**config.mk**
```make
export PLATFORM = sky130hd
export DESIGN_NAME = dp_alu
export DESIGN_NICKNAME = d
export VERILOG_FILES = /design/src/rtl/dpalu_pkg.sv /design/src/rtl/dp_decode.sv /design/src/rtl/dp_addsub.sv /design/src/rtl/dp_logic.sv /design/src/rtl/dp_alu.sv
export SDC_FILE = /design/constraint.sdc
export NUM_CORES = 1
export LEC_CHECK = 0
export BUFFER_PORTS_ARGS = -buffer_cell sky130_fd_sc_hd__clkbuf_2
export CORE_ASPECT_RATIO = 0.7
export CORE_MARGIN = 4
export CORE_UTILIZATION = 56
export CTS_CLUSTER_SIZE = 30
export DETAILED_ROUTE_END_ITERATION = 8
export GPL_TIMING_DRIVEN = 1
export PLACE_DENSITY = 0.82
export SLEW_MARGIN = 10
export SYNTH_ARGS = -nofsm -noshare
export SYNTH_HDL_FRONTEND = slang
export SYNTH_SLANG_ARGS = --single-unit
```
**constraint.sdc**
```tcl
create_clock -name clk -period 16.5 [get_ports clk]
set_input_delay 3.3 -clock clk [delete_from_list [all_inputs] [get_ports clk]]
set_output_delay 3.3 -clock clk [all_outputs]
set_load 0.005 [all_outputs]
```
**src/rtl/dpalu_pkg.sv**
```systemverilog
package dpalu_pkg;

  typedef enum logic [3:0] {
    OP_AND = 4'b0000, OP_EOR = 4'b0001, OP_SUB = 4'b0010, OP_RSB = 4'b0011,
    OP_ADD = 4'b0100, OP_ADC = 4'b0101, OP_SBC = 4'b0110, OP_RSC = 4'b0111,
    OP_TST = 4'b1000, OP_TEQ = 4'b1001, OP_CMP = 4'b1010, OP_CMN = 4'b1011,
    OP_ORR = 4'b1100, OP_MOV = 4'b1101, OP_BIC = 4'b1110, OP_MVN = 4'b1111
  } dp_op_e;

  typedef struct packed {
    logic n;
    logic z;
    logic c;
    logic v;
  } flags_t;

  typedef struct packed {
    dp_op_e     op;
    logic       set_flags;
    logic       is_arith;
    logic       wr_rd;
    logic       legal;
    logic [3:0] rd;
  } dec_t;

endpackage

```
**src/rtl/dp_decode.sv**
```systemverilog
module dp_decode
  import dpalu_pkg::*;
#(
  parameter int DATA_W = 32
) (
  input  logic [31:0]       instr,
  input  logic [DATA_W-1:0] rm_val,
  output dec_t              dec,
  output logic [DATA_W-1:0] op2
);
  localparam int IMM_W = 12;

  logic unused_fields;
  assign unused_fields = ^{instr[31:28], instr[19:16]};

  always_comb begin
    dec.op        = dp_op_e'(instr[24:21]);
    dec.set_flags = instr[20];
    dec.rd        = instr[15:12];
    dec.legal     = (instr[27:26] == 2'b00) && (instr[24:21] != OP_RSC);
    unique case (dec.op)
      OP_SUB, OP_RSB, OP_ADD, OP_ADC, OP_SBC, OP_CMP, OP_CMN: dec.is_arith = 1'b1;
      default:                                                dec.is_arith = 1'b0;
    endcase
    dec.wr_rd = dec.legal && (instr[24:23] != 2'b10);
  end

  always_comb begin
    if (instr[25]) op2 = {{(DATA_W-IMM_W){1'b0}}, instr[IMM_W-1:0]};
    else           op2 = rm_val;
  end

endmodule

```
**src/rtl/dp_addsub.sv**
```systemverilog
module dp_addsub
  import dpalu_pkg::*;
#(
  parameter int DATA_W = 32
) (
  input  dp_op_e            op,
  input  logic [DATA_W-1:0] rn,
  input  logic [DATA_W-1:0] op2,
  input  logic              c_in,
  output logic [DATA_W-1:0] sum,
  output logic              c_out,
  output logic              ovf
);
  localparam int MSB = DATA_W - 1;

  logic [DATA_W-1:0] xa, yb;
  logic              ci;
  logic [DATA_W:0]   full;

  always_comb begin
    xa = rn;
    yb = op2;
    ci = 1'b0;
    unique case (op)
      OP_ADC:         ci = c_in;
      OP_SUB, OP_CMP: begin yb = ~op2; ci = 1'b1; end
      OP_SBC:         begin yb = ~op2; ci = c_in; end
      OP_RSB:         begin xa = op2; yb = ~rn; ci = 1'b1; end
      default:        ci = 1'b0;
    endcase
  end

  assign full  = {1'b0, xa} + {1'b0, yb} + {{DATA_W{1'b0}}, ci};
  assign sum   = full[MSB:0];
  assign c_out = full[DATA_W];
  assign ovf   = (xa[MSB] == yb[MSB]) && (sum[MSB] != xa[MSB]);

endmodule

```
**src/rtl/dp_logic.sv**
```systemverilog
module dp_logic
  import dpalu_pkg::*;
#(
  parameter int DATA_W = 32
) (
  input  dp_op_e            op,
  input  logic [DATA_W-1:0] rn,
  input  logic [DATA_W-1:0] op2,
  output logic [DATA_W-1:0] res
);
  always_comb begin
    unique case (op)
      OP_AND, OP_TST: res = rn & op2;
      OP_EOR, OP_TEQ: res = rn ^ op2;
      OP_ORR:         res = rn | op2;
      OP_MOV:         res = op2;
      OP_BIC:         res = rn & ~op2;
      OP_MVN:         res = ~op2;
      default:        res = '0;
    endcase
  end
endmodule

```
**src/rtl/dp_alu.sv**
```systemverilog
module dp_alu
  import dpalu_pkg::*;
#(
  parameter int DATA_W = 32
) (
  input  logic              clk,
  input  logic              rst,
  input  logic              in_valid,
  input  logic [31:0]       instr,
  input  logic [DATA_W-1:0] rn_val,
  input  logic [DATA_W-1:0] rm_val,
  input  logic [3:0]        flags_in,
  output logic              out_valid,
  output logic [DATA_W-1:0] result,
  output logic              rd_wr,
  output logic [3:0]        rd_idx,
  output logic [3:0]        flags_out
);
  localparam int MSB = DATA_W - 1;

  dec_t              dec;
  logic [DATA_W-1:0] op2, sum, lres, res_c;
  logic              c_out, ovf, upd;
  flags_t            fin, nf;

  assign fin = flags_t'(flags_in);

  dp_decode #(.DATA_W(DATA_W)) u_dec (
    .instr(instr), .rm_val(rm_val), .dec(dec), .op2(op2)
  );

  dp_addsub #(.DATA_W(DATA_W)) u_add (
    .op(dec.op), .rn(rn_val), .op2(op2), .c_in(fin.c),
    .sum(sum), .c_out(c_out), .ovf(ovf)
  );

  dp_logic #(.DATA_W(DATA_W)) u_log (
    .op(dec.op), .rn(rn_val), .op2(op2), .res(lres)
  );

  always_comb begin
    res_c = dec.is_arith ? sum : lres;
    nf.n  = res_c[MSB];
    nf.z  = (res_c == '0);
    nf.c  = dec.is_arith ? c_out : fin.c;
    nf.v  = dec.is_arith ? ovf   : fin.v;
    upd   = in_valid && dec.legal && dec.set_flags;
  end

  always_ff @(posedge clk) begin
    if (rst) begin
      out_valid <= 1'b0;
      result    <= '0;
      rd_wr     <= 1'b0;
      rd_idx    <= '0;
      flags_out <= '0;
    end else begin
      out_valid <= in_valid;
      result    <= res_c;
      rd_wr     <= in_valid && dec.wr_rd;
      rd_idx    <= dec.rd;
      flags_out <= upd ? nf : flags_in;
    end
  end

  // no S bit, flags come back untouched
  a_r6_flags_hold: assert property (@(posedge clk) disable iff (rst)
    (in_valid && !instr[20]) |=> (flags_out == $past(flags_in)));

  // test/compare opcodes never write the destination
  a_r4_no_write: assert property (@(posedge clk) disable iff (rst)
    (instr[24:23] == 2'b10) |=> !rd_wr);

  // N and Z track the registered result when flags are set
  a_r7_nz_match: assert property (@(posedge clk) disable iff (rst)
    (in_valid && instr[20] && instr[27:26] == 2'b00 && instr[24:21] != 4'b0111)
    |=> (flags_out[3] == result[MSB]) && (flags_out[2] == (result == '0)));

  // logical opcodes keep C and V
  a_r8_logic_cv: assert property (@(posedge clk) disable iff (rst)
    (in_valid && (instr[24:21] inside {4'b0000, 4'b0001, 4'b1000, 4'b1001,
                                       4'b1100, 4'b1101, 4'b1110, 4'b1111}))
    |=> (flags_out[1:0] == $past(flags_in[1:0])));

  // malformed words leave flags and destination alone
  a_r9_illegal: assert property (@(posedge clk) disable iff (rst)
    (in_valid && (instr[27:26] != 2'b00 || instr[24:21] == 4'b0111))
    |=> (!rd_wr && flags_out == $past(flags_in)));

  // idle cycles produce no write and no valid
  a_r10_idle: assert property (@(posedge clk) disable iff (rst)
    !in_valid |=> (!rd_wr && !out_valid));

endmodule

```
==> results.cfg <==
[routing]
viasPerCell = 6.446
drt-initial-drc-count = 814
dr_total_vias = 7284
firstDrtPassIters = 5
routedWlPerCell_um = 18.70
routed_wl_mm = 21.13
drc = 0
antenna_left = 0

[power]
power.leakage_uw = 0.003379
ir_worst_vdd_mv = 0.07295
powerDensity_nw_per_um2 = 70.76

[min_path]
holdPathEnd = rd_idx[2]$_SDFF_PP0_
min-delay-start = instr[14]
hold_depth = 2
hold_path.class = in2reg

[timing]
slew_violations = 0
setup_viol = 0
timing.final.crit_share_pct = 58.34
hold_violations = 0
rsz0062_at_grt = no
setup_tns_ns = 0
fmax_mhz = 103.9
layout_min_cycle_time_ns = 9.627
tightest_slew_ns = 1.226
max_slew_margin_pct = 17.92

[layout]
regArea_sq_um = 840.8
final-instance-count-excl-fill = 1130
fin_nets = 1144
n_fill_cell = 969
antenna_cells = 0
area_growth_pct = 13.25
multiInputGateArea_sq_um = 5080
drive_gt1_share_pct = 17.91
fin_util_pct = 65.26

[clock_network]
cts_tree = done
cts-buffers-inserted = 5
clockBufferDepth = 2
htree_levels = 2
clkSlewWorstSetupHoldPaths_ns = 0.06
cts_setup_buffers = 0
cts_sinks = 42
ctsHoldBuffers = 0
cts_resized = 0
cts_root_buffer = clkbuf_16

[placed_design]
dpl.hpwl_mm = 15.66
io_buffers = 136
dp.cells = 1122
gp_congestion = 0.9740

[floorplan]
ios = 145
die_area_sq_um = 13210
start_util_pct = 57.63
die_y_um = 97.38
core_sq_um = 11090
die_w_um = 135.7
row_count = 32

[worst_setup_path]
crit_family = compound AO/OA/AOI/OAI gates
cp_data_arrival_time_ns = 9.83
worst-path-buf-inv = 4
crit_path_start_kind = primary input
worst-path-max-fanout = 97
cp-startpoint = instr[21]
slowest_delay_ns = 0.70
crit_type = in2reg
crit_slowest_cell = a311oi_1
required_ns = 16.70
end_kind = register
worstPathCellList = clkbuf_2 > nand2_1 > or3_2 > buf_4 > nand2_1 > buf_4 > o221a_2 > fa_1 > inv_1 > fa_1 > a21o_1 > a221oi_1 > o22ai_1 > o21ai_0 > o311ai_0 > a311oi_1 > nor4b_1 > a211oi_1 > o211ai_1 > o31ai_2

[global_route]
grt_max_degree = 98
grt_pass1_vias = 6364
grt-ovfl-total = 0
antenna_found_initial = 0
track_usage_pct = 30.47
grt_pass1_wl_mm = 32.84

[yosys]
yosys_most_used_dff = dfxtp_1
synth_async_sr_flop_share_pct = 0
syn_inst = 900
synthesis.nets = 1068
yosys_warnings = 0
synth_seq_area_share_pct = 13.16
syn_avg_cell_area_sq_um = 7.101
synth-edff-count = 0
ys_types = 71
synth_area_sq_um = 6391
ys_ff_latch = 42

[outcome]
outcome = completed

[run]
cap_viol_max_count = 0
-- report_power, final --
group	internal [uW]	total, uW	switching [uW]
clock	86.9	126	39.3
combinational	107	269	163
sequential	114	117	3.30
total	307	512	205
-- stage by stage --
step	area, sq um	power [uW]	worst slack (ns)	hold WS, ns
floorplan	6391	300.9	8.450	3.428
global placement	7044	372.7	7.054	3.511
detailed placement	7044	377.2	7.007	3.519
CTS	7238	504.3	7.160	3.250
global route	7238	541.5	6.668	3.272
finish	7238	512.1	6.873	3.245
-- routing by layer --
| layer | vias to the layer above | track usage, % | share of wire, % |
|---|---|---|---|
| li1 | 3453 | - | - |
| met1 | 3313 | 44.46 | 44 |
| met2 | 468 | 44.88 | 40 |
| met3 | 50 | 6.832 | 14 |
| met4 | 0 | 8.133 | 2.3 |
| met5 | - | 0 | 0 |
-- worst max path at each step --
stage / end / slack [ns] / depth (start not counted)
2_1_floorplan: flags_out[2]$_SDFF_PP0_ / 8.45 / 21
3_3_place_gp: flags_out[2]$_SDFF_PP0_ / 7.05 / 21
3_5_place_dp: flags_out[2]$_SDFF_PP0_ / 7.01 / 21
4_1_cts: flags_out[2]$_SDFF_PP0_ / 7.16 / 20
5_1_grt: flags_out[2]$_SDFF_PP0_ / 6.67 / 20
6_report: flags_out[2]$_SDFF_PP0_ / 6.87 / 20
-- synthesized netlist by cell type, types with 10 or more instances --
master,count,area [sq um]
nand2_1,111,416.7
o21ai_0,73,365.4
nor2_1,65,244.0
ha_1,63,788.3
clkbuf_1,59,221.5
a21oi_1,55,275.3
inv_1,44,165.2
o221ai_1,43,376.6
dfxtp_1,42,840.8
xnor2_1,36,315.3
mux2i_1,30,300.3
nand2b_1,25,156.4
a21o_1,15,112.6
and2_1,15,93.84
nand3_1,15,75.07
a221oi_1,13,113.9
nor2b_1,12,75.07
a31oi_1,11,68.82
nor3_1,11,55.05
o211ai_1,11,82.58
a211oi_1,10,75.07
nand4_1,10,62.56
-- cell type report --
class,count,share of cell area [%]
inverter,45,2.334
clock inverter,3,0.9507
sequential,42,11.62
clock buffer,5,1.729
timing repair buffer,147,10.54
multi-input combinational,735,70.18
tap,153,2.645
-- layout by cell type, fill, tap and decap left out, types with 10 or more instances in the layout --
master	synthesis	final
buf_4	0	11
a21oi_1	55	55
o221ai_1	43	43
ha_1	63	63
nor3_1	11	10
xnor2_1	36	36
o21ai_0	73	73
nor2_1	65	65
nor2b_1	12	12
nand2_1	111	111
mux2i_1	30	30
a221oi_1	13	13
a211oi_1	10	10
a21o_1	15	15
a31oi_1	11	11
nand4_1	10	10
and2_1	15	15
inv_1	44	44
nand3_1	15	15
dfxtp_1	42	42
nand2b_1	25	25
clkbuf_2	1	136
o211ai_1	11	11
-- sequential cells by signal (all words and copies together), names as in the netlist --
register and cells:
result 32, flags_out 4, rd_idx 4, out_valid 1, rd_wr 1
-- logic make-up (layout without fill, tap and decap cells) --
kind of cell	Yosys count	after routing	share of synthesized area, %
fa+ha+maj	65	65	12.96
compound gates	286	286	30.89
buf+inv	123	200	7.537
xor+xnor	45	45	6.167
simple gates	299	299	22.40
mux	40	40	6.891
flops	42	42	13.16
Note: power is estimated with default switching activity, not from simulation.
